$ cat config.mk
export PLATFORM = sky130hd
export DESIGN_NAME = bar_window_decoder
export DESIGN_NICKNAME = d
export VERILOG_FILES = /design/src/rtl/bwd_pkg.sv /design/src/rtl/bwd_window_calc.sv /design/src/rtl/bwd_win_regs.sv /design/src/rtl/bwd_match.sv /design/src/rtl/bwd_prio.sv /design/src/rtl/bar_window_decoder.sv
export SDC_FILE = /design/constraint.sdc
export NUM_CORES = 1
export LEC_CHECK = 0
export CORE_AREA = 3 3 287 289
export DETAILED_ROUTE_END_ITERATION = 8
export DIE_AREA = 0 0 290 292
export PLACE_DENSITY = 0.48
export SYNTH_ARGS = -nofsm -noshare
export SYNTH_HDL_FRONTEND = slang
export SYNTH_SLANG_ARGS = --single-unit
$ cat constraint.sdc
create_clock -name clk -period 12.1 [get_ports clk]
set_input_delay 3.025 -clock clk [delete_from_list [all_inputs] [get_ports clk]]
set_output_delay 3.025 -clock clk [all_outputs]
set_load 0.05 [all_outputs]
$ cat src/rtl/bwd_pkg.sv
package bwd_pkg;
   localparam int unsigned CMD_IO_BIT   = 0;
   localparam int unsigned CMD_MEM_BIT  = 1;
   localparam int unsigned CMD_W        = 16;
   localparam int unsigned IO_SPACE_TOP = 32'h0001_0000;
   localparam int unsigned MIN_AW       = 17;
endpackage

$ cat src/rtl/bwd_window_calc.sv
module bwd_window_calc #(
   parameter int unsigned   AW     = 32,
   parameter logic [AW-1:0] SIZE   = '0,
   parameter bit            IS_IO  = 1'b0,
   parameter bit            IS_ROM = 1'b0
) (
   input  logic [AW-1:0] raw,
   input  logic          io_en,
   input  logic          mem_en,
   output logic          ok,
   output logic [AW-1:0] base,
   output logic [AW-1:0] limit
);
   generate
      if (SIZE == '0) begin : g_absent
         logic unused_in;
         assign unused_in = ^{raw, io_en, mem_en};
         assign ok    = 1'b0;
         assign base  = '0;
         assign limit = '0;
      end else begin : g_present
         localparam logic [AW-1:0] MASK   = ~(SIZE - 1'b1);
         localparam logic [AW-1:0] IO_TOP = AW'(bwd_pkg::IO_SPACE_TOP);
         logic [AW:0]   sum;
         logic [AW-1:0] b;
         logic          space_en;
         logic          top_ok;
         logic          shape_ok;

         assign b        = raw & MASK;
         assign sum      = {1'b0, b} + {1'b0, SIZE} - {{AW{1'b0}}, 1'b1};
         assign shape_ok = !sum[AW] && (sum[AW-1:0] > b) && (b != '0);

         if (IS_IO) begin : g_io
            logic unused_mem;
            assign unused_mem = mem_en;
            assign space_en   = io_en;
            assign top_ok     = sum[AW-1:0] < IO_TOP;
         end else begin : g_mem
            logic unused_io;
            assign unused_io = io_en;
            assign top_ok    = ~&sum[AW-1:0];
            if (IS_ROM) begin : g_rom
               assign space_en = mem_en && raw[0];
            end else begin : g_plain
               assign space_en = mem_en;
            end
         end

         assign ok    = space_en && shape_ok && top_ok;
         assign base  = ok ? b : '0;
         assign limit = ok ? sum[AW-1:0] : '0;
      end
   endgenerate
endmodule

$ cat src/rtl/bwd_win_regs.sv
module bwd_win_regs #(
   parameter int unsigned NUM_WIN = 7,
   parameter int unsigned AW      = 32
) (
   input  logic                  clk,
   input  logic                  rst_n,
   input  logic                  upd,
   input  logic [NUM_WIN-1:0]    d_valid,
   input  logic [NUM_WIN*AW-1:0] d_base,
   input  logic [NUM_WIN*AW-1:0] d_limit,
   output logic [NUM_WIN-1:0]    q_valid,
   output logic [NUM_WIN*AW-1:0] q_base,
   output logic [NUM_WIN*AW-1:0] q_limit
);
   always_ff @(posedge clk or negedge rst_n) begin
      if (!rst_n) begin
         q_valid <= '0;
         q_base  <= '0;
         q_limit <= '0;
      end else if (upd) begin
         q_valid <= d_valid;
         q_base  <= d_base;
         q_limit <= d_limit;
      end
   end
endmodule

$ cat src/rtl/bwd_match.sv
module bwd_match #(
   parameter int unsigned        NUM_WIN = 7,
   parameter int unsigned        AW      = 32,
   parameter logic [NUM_WIN-1:0] IO_VEC  = '0
) (
   input  logic [NUM_WIN-1:0]    win_valid,
   input  logic [NUM_WIN*AW-1:0] win_base,
   input  logic [NUM_WIN*AW-1:0] win_limit,
   input  logic [AW-1:0]         addr,
   input  logic                  acc_io,
   output logic [NUM_WIN-1:0]    hit_vec
);
   generate
      for (genvar i = 0; i < NUM_WIN; i++) begin : g_cmp
         logic lo_ok, hi_ok;
         assign lo_ok      = addr >= win_base[i*AW +: AW];
         assign hi_ok      = addr <= win_limit[i*AW +: AW];
         assign hit_vec[i] = win_valid[i] && (acc_io == IO_VEC[i]) && lo_ok && hi_ok;
      end
   endgenerate
endmodule

$ cat src/rtl/bwd_prio.sv
module bwd_prio #(
   parameter int unsigned NUM_WIN = 7,
   parameter int unsigned IDX_W   = 3
) (
   input  logic [NUM_WIN-1:0] hit_vec,
   output logic [NUM_WIN-1:0] onehot,
   output logic [IDX_W-1:0]   idx,
   output logic               any,
   output logic               multi
);
   localparam int unsigned CNT_W = $clog2(NUM_WIN + 1);
   logic [CNT_W-1:0] cnt;

   always_comb begin
      onehot = '0;
      idx    = '0;
      cnt    = '0;
      for (int i = NUM_WIN - 1; i >= 0; i--) begin
         if (hit_vec[i]) begin
            onehot    = '0;
            onehot[i] = 1'b1;
            idx       = IDX_W'(i);
            cnt       = cnt + 1'b1;
         end
      end
   end

   assign any   = |hit_vec;
   assign multi = cnt > CNT_W'(1);
endmodule

$ cat src/rtl/bar_window_decoder.sv
module bar_window_decoder #(
   parameter int unsigned              AW       = 32,
   parameter int unsigned              NUM_BAR  = 6,
   parameter logic [NUM_BAR-1:0]       IO_MASK  = 6'b010001,
   parameter logic [(NUM_BAR+1)*AW-1:0] WIN_SIZE = {32'h0001_0000, 32'h0000_0010, 32'h0000_0008,
                                                   32'h0000_0000, 32'h0010_0000, 32'h0000_1000,
                                                   32'h0000_0020},
   localparam int unsigned             NUM_WIN  = NUM_BAR + 1,
   localparam int unsigned             IDX_W    = $clog2(NUM_WIN)
) (
   input  logic                  clk,
   input  logic                  rst_n,
   input  logic                  upd,
   input  logic [15:0]           cmd_word,
   input  logic [NUM_WIN*AW-1:0] bar_flat,
   input  logic [AW-1:0]         acc_addr,
   input  logic                  acc_io,
   output logic [NUM_WIN-1:0]    win_valid,
   output logic [NUM_WIN*AW-1:0] win_base,
   output logic [NUM_WIN*AW-1:0] win_limit,
   output logic [NUM_WIN-1:0]    hit_onehot,
   output logic                  hit_any,
   output logic [IDX_W-1:0]      hit_idx,
   output logic                  overlap
);
   import bwd_pkg::*;

   localparam logic [NUM_WIN-1:0] IO_VEC = {1'b0, IO_MASK};
   localparam logic [AW-1:0]      IO_MAX = AW'(IO_SPACE_TOP);

   generate
      if (AW < MIN_AW) begin : g_bad_aw
         $error("bar_window_decoder: AW too small for the I/O space");
      end
      if (NUM_BAR < 1) begin : g_bad_nbar
         $error("bar_window_decoder: NUM_BAR must be at least 1");
      end
      for (genvar i = 0; i < NUM_WIN; i++) begin : g_size_chk
         localparam logic [AW-1:0] SZ = WIN_SIZE[i*AW +: AW];
         if ((SZ & (SZ - 1'b1)) != '0) begin : g_not_pow2
            $error("bar_window_decoder: region size is not a power of two");
         end
         if (IO_VEC[i] && SZ > IO_MAX) begin : g_io_big
            $error("bar_window_decoder: I/O region larger than the I/O space");
         end
         if (i == NUM_BAR && SZ == AW'(1)) begin : g_rom_tiny
            $error("bar_window_decoder: ROM size 1 leaves no room for its enable bit");
         end
      end
   endgenerate

   logic                  io_en, mem_en;
   logic                  unused_cmd;
   logic [NUM_WIN-1:0]    nxt_valid;
   logic [NUM_WIN*AW-1:0] nxt_base, nxt_limit;
   logic [NUM_WIN-1:0]    hit_vec;

   assign io_en      = cmd_word[CMD_IO_BIT];
   assign mem_en     = cmd_word[CMD_MEM_BIT];
   assign unused_cmd = ^cmd_word[15:2];

   generate
      for (genvar i = 0; i < NUM_WIN; i++) begin : g_win
         bwd_window_calc #(
            .AW     (AW),
            .SIZE   (WIN_SIZE[i*AW +: AW]),
            .IS_IO  (IO_VEC[i]),
            .IS_ROM (i == NUM_BAR)
         ) calc_i (
            .raw    (bar_flat[i*AW +: AW]),
            .io_en  (io_en),
            .mem_en (mem_en),
            .ok     (nxt_valid[i]),
            .base   (nxt_base[i*AW +: AW]),
            .limit  (nxt_limit[i*AW +: AW])
         );
      end
   endgenerate

   bwd_win_regs #(.NUM_WIN(NUM_WIN), .AW(AW)) regs_i (
      .clk     (clk),
      .rst_n   (rst_n),
      .upd     (upd),
      .d_valid (nxt_valid),
      .d_base  (nxt_base),
      .d_limit (nxt_limit),
      .q_valid (win_valid),
      .q_base  (win_base),
      .q_limit (win_limit)
   );

   bwd_match #(.NUM_WIN(NUM_WIN), .AW(AW), .IO_VEC(IO_VEC)) match_i (
      .win_valid (win_valid),
      .win_base  (win_base),
      .win_limit (win_limit),
      .addr      (acc_addr),
      .acc_io    (acc_io),
      .hit_vec   (hit_vec)
   );

   bwd_prio #(.NUM_WIN(NUM_WIN), .IDX_W(IDX_W)) prio_i (
      .hit_vec (hit_vec),
      .onehot  (hit_onehot),
      .idx     (hit_idx),
      .any     (hit_any),
      .multi   (overlap)
   );
endmodule

==> impl_summary.log <==
INFO  metric outcome = complete, no violations
INFO  metric final_cell_area = 0.0183 sq mm
INFO  metric final_cells = 2,954
INFO  metric synth_seq_cells = 138
INFO  metric path_max_fanout = 7
INFO  metric crit_top_cell = ha_1
INFO  metric worstSkewPairLatency = 0.48 ns
INFO  metric design.die.area = 0.0847 sq mm
INFO  metric post-route-period-util = 0.961
INFO  metric yosysMostFrequentCell = buf_4
INFO  metric die_height = 292 microns
INFO  metric first_global_vias = 11,200
INFO  metric timing_hold_violations_final = 0
INFO  metric post-place-cells = 2,918
INFO  metric io-pin-count = 743
INFO  metric htreeDepth = 4
INFO  metric drive_gt1_frac = 0.0540
INFO  metric wire_per_inst = 19.8 microns
INFO  metric drc_errors = 0
INFO  metric synth_largest_type_area_fraction = 0.269
INFO  metric port_buffers = 511
INFO  metric grt_max_degree = 74
INFO  metric setup-violations-final = 0
INFO  metric cts_resized = 0
INFO  metric crit_path_max_incr_delay = 0.79 ns
INFO  metric floorplan.initialDensity = 0.160
INFO  metric yosys_most_used_dff = dfrtp_1
INFO  metric tns = 0 ns
INFO  metric synth_async_sr_flop_share = 1.00
INFO  metric detail-route-antenna-nets = 0
INFO  metric placeableCoreArea = 0.0802 sq mm
INFO  metric worst_pin_slew = 0.993 ns
INFO  metric cts_root_buf = clkbuf_16
INFO  metric yosysWarnings = 0
INFO  metric detailedPlace.worstSlack = 0.458 ns
INFO  metric relSlewSlack = 0.335
INFO  metric setup.worst_path.end_class = output pin
INFO  metric die_width = 290 microns
INFO  metric setup_ws = 0.471 ns
INFO  metric final_max_slew_viol_count = 0
INFO  metric cp_slowest_cell = clkdlybuf4s50_1
INFO  metric netlist-cell-type-count = 64
INFO  metric cts.sinks = 138
INFO  metric global_route.overflow_total = 0
INFO  metric cellLeakagePower = 7.56 nW
INFO  metric synth.avg_cell_area = 8.46 sq um
INFO  metric num_vias = 11,200
INFO  metric grtUsageTotal = 0.135
INFO  metric synth-edff-count = 0
INFO  metric setup_skew_after_layout = 0 ns
INFO  metric grt_first_pass_wirelength = 81.9 mm
INFO  metric cts_hold_repair.buffers = 0
INFO  metric placement.cell_area = 0.0176 sq mm
INFO  metric timing.critical_path.from_type = input pin
INFO  metric cp.arrival = 8.60 ns
INFO  metric clock_path_buffers = 2
INFO  metric cap_viol_max_count = 0
INFO  metric final_period_minus_worst_setup_slack = 11.63 ns
INFO  metric hold_slack = 0.561 ns
INFO  metric avgViaCountPerCell = 3.78
INFO  metric criticalPathCategory = in -> out
INFO  metric netlist_area = 0.0128 sq mm
INFO  metric report.power.total = 1.82 mW
INFO  metric numCtsBuffers = 17
INFO  metric rows = 104
INFO  metric rsz0062_at_grt = false
INFO  metric place.detailed.hpwl = 49.9 mm
INFO  metric design.final.nets = 2,357
INFO  metric post_synth_main_area_contributors = dfrtp_1 27%, ha_1 20%, buf_4 19%, o21ai_0 5.3%, inv_1 4.7%
INFO  metric routed_wirelength = 58.4 mm
INFO  metric initial_antenna_violation_count = 5
INFO  metric syn2layout_area_growth = 42.5%
INFO  metric max-vdd-ir-drop = 0.108 mV
INFO  metric cts.reportedPaths.clkPinSlew = 0.07 ns
INFO  metric cts_setup_buffers = 0
INFO  metric drt_iter0_drc = 440
INFO  metric firstDrtPassIters = 5
INFO  metric tritoncts_clock_tree = built
INFO  metric cp.required = 9.07 ns
INFO  metric critical_path.cell_chain = clkdlybuf4s50_1 -> ha_1 -> a21o_1 -> a21o_1 -> a21oi_1 -> o21ai_0 -> a211o_1 -> a21oi_1 -> o21ai_0 -> nand2_1 -> o211ai_1 -> a221o_1 -> ha_1 -> xnor2_1 -> ha_1 -> o21a_1 -> ha_1 -> a22o_4 -> ha_1 -> a21oi_1 -> xnor2_1 -> or3b_1 -> o21a_1 -> buf_4
INFO  metric power.density = 99.7 mW/mm^2
INFO  metric syn_inst = 1,516
INFO  metric yosysSeqAreaShare = 0.269
INFO  metric final_util = 0.228
INFO  metric yosysTopAreaCell = dfrtp_1
INFO  metric gpl_wtd_cong = 0.770
INFO  metric achievable-frequency = 86.0 MHz
INFO  metric synth_common_cells = 318 x buf_4, 204 x ha_1, 161 x inv_1
INFO  metric hp-class = reg -> reg
-- cells by family (layout without fill, tap and decap cells) --
group                      after synthesis  in the layout  synth area share
AOI/OAI and AO/OA                      286            286             0.138
xor gates and xnor gates                 5              5           0.00342
adders and majority gates              204            204             0.199
buffers and inverters                  502            751             0.240
DFF                                    138            138             0.269
muxes                                    1              1          0.000781
other                                    1            130          0.000292
and+or+nand+nor                        379            379             0.149
-- layer usage --
layer | vias up | part of all wire | track usage
met2 | 375 | 0.49 | 0.234
met3 | 19 | 0.050 | 0.0316
met1 | 5252 | 0.45 | 0.172
li1 | 5520 | - | -
met5 | - | 0 | 0
met4 | 0 | 0.0061 | 0.0210
-- layout make-up --
type | count | area [sq um]
antenna | 4 | 10.0
clock buffer | 17 | 425
clock inverter | 15 | 203
fill | 8904 | 61900
inverter | 161 | 604
multi-input combinational | 1001 | 6780
sequential | 138 | 3450
tap | 1060 | 1330
timing repair buffer | 558 | 5460
-- critical path, delay by kind of cell --
kind | cells | cell delay (ns)
adder cells (fa/ha/maj) | 5 | 1.43
AO/OA/AOI/OAI | 13 | 2.30
buffers and inverters | 2 | 0.97
AND/OR/NAND/NOR | 2 | 0.48
XOR/XNOR | 2 | 0.38
-- report_power, final --
part | total (mW) | switching (mW) | internal [mW]
combinational | 0.723 | 0.491 | 0.232
sequential | 0.508 | 0.0271 | 0.481
clock | 0.590 | 0.257 | 0.332
-- layout by cell type, fill, tap and decap left out, types with 3 or more instances in the layout --
master	synthesis	final
a211o_1	3	3
a211oi_1	5	5
a21boi_0	3	3
a21o_1	26	26
a21oi_1	62	62
a31oi_1	3	3
and4_1	3	3
buf_4	318	49
bufinv_16	0	3
clkbuf_16	0	17
clkdlybuf4s50_1	0	508
clkinv_4	0	4
conb_1	1	126
dfrtp_1	138	138
diode_2	0	4
ha_1	204	204
inv_1	161	161
inv_6	0	5
inv_8	0	3
nand2_1	146	146
nand2b_1	9	9
nand3_1	28	28
nand4_1	51	51
nor2_1	52	52
nor2b_1	13	13
nor3_1	20	18
nor4_1	36	36
o211ai_1	3	3
o21a_1	14	14
o21ai_0	135	135
o221ai_1	3	3
or4_1	7	7
xnor2_1	5	5
-- worst paths after layout --
check                           slack, ns                         endpoint                       startpoint  depth (start not counted)
worst min register to register       0.56  regs_i.q_limit[158]$_DFFE_PN0P_  regs_i.q_limit[158]$_DFFE_PN0P_                          2
worst min-delay path                 0.56  regs_i.q_limit[158]$_DFFE_PN0P_  regs_i.q_limit[158]$_DFFE_PN0P_                          2
max in group asynchronous            8.07    regs_i.q_limit[9]$_DFFE_PN0P_                            rst_n                          2
worst max register to register      10.90    regs_i.q_valid[2]$_DFFE_PN0P_    regs_i.q_valid[2]$_DFFE_PN0P_                          2
worst max-delay path                 0.47                          overlap                      acc_addr[9]                         24
min in group asynchronous            2.54   regs_i.q_limit[24]$_DFFE_PN0P_                            rst_n                          1
-- flip-flops by register name, indices dropped and copies added (netlist names) --
| register | flops |
|---|---|
| regs_i.q_base | 1 |
| regs_i.q_limit | 132 |
| regs_i.q_valid | 5 |
Note: power is estimated with default switching activity, not from simulation.
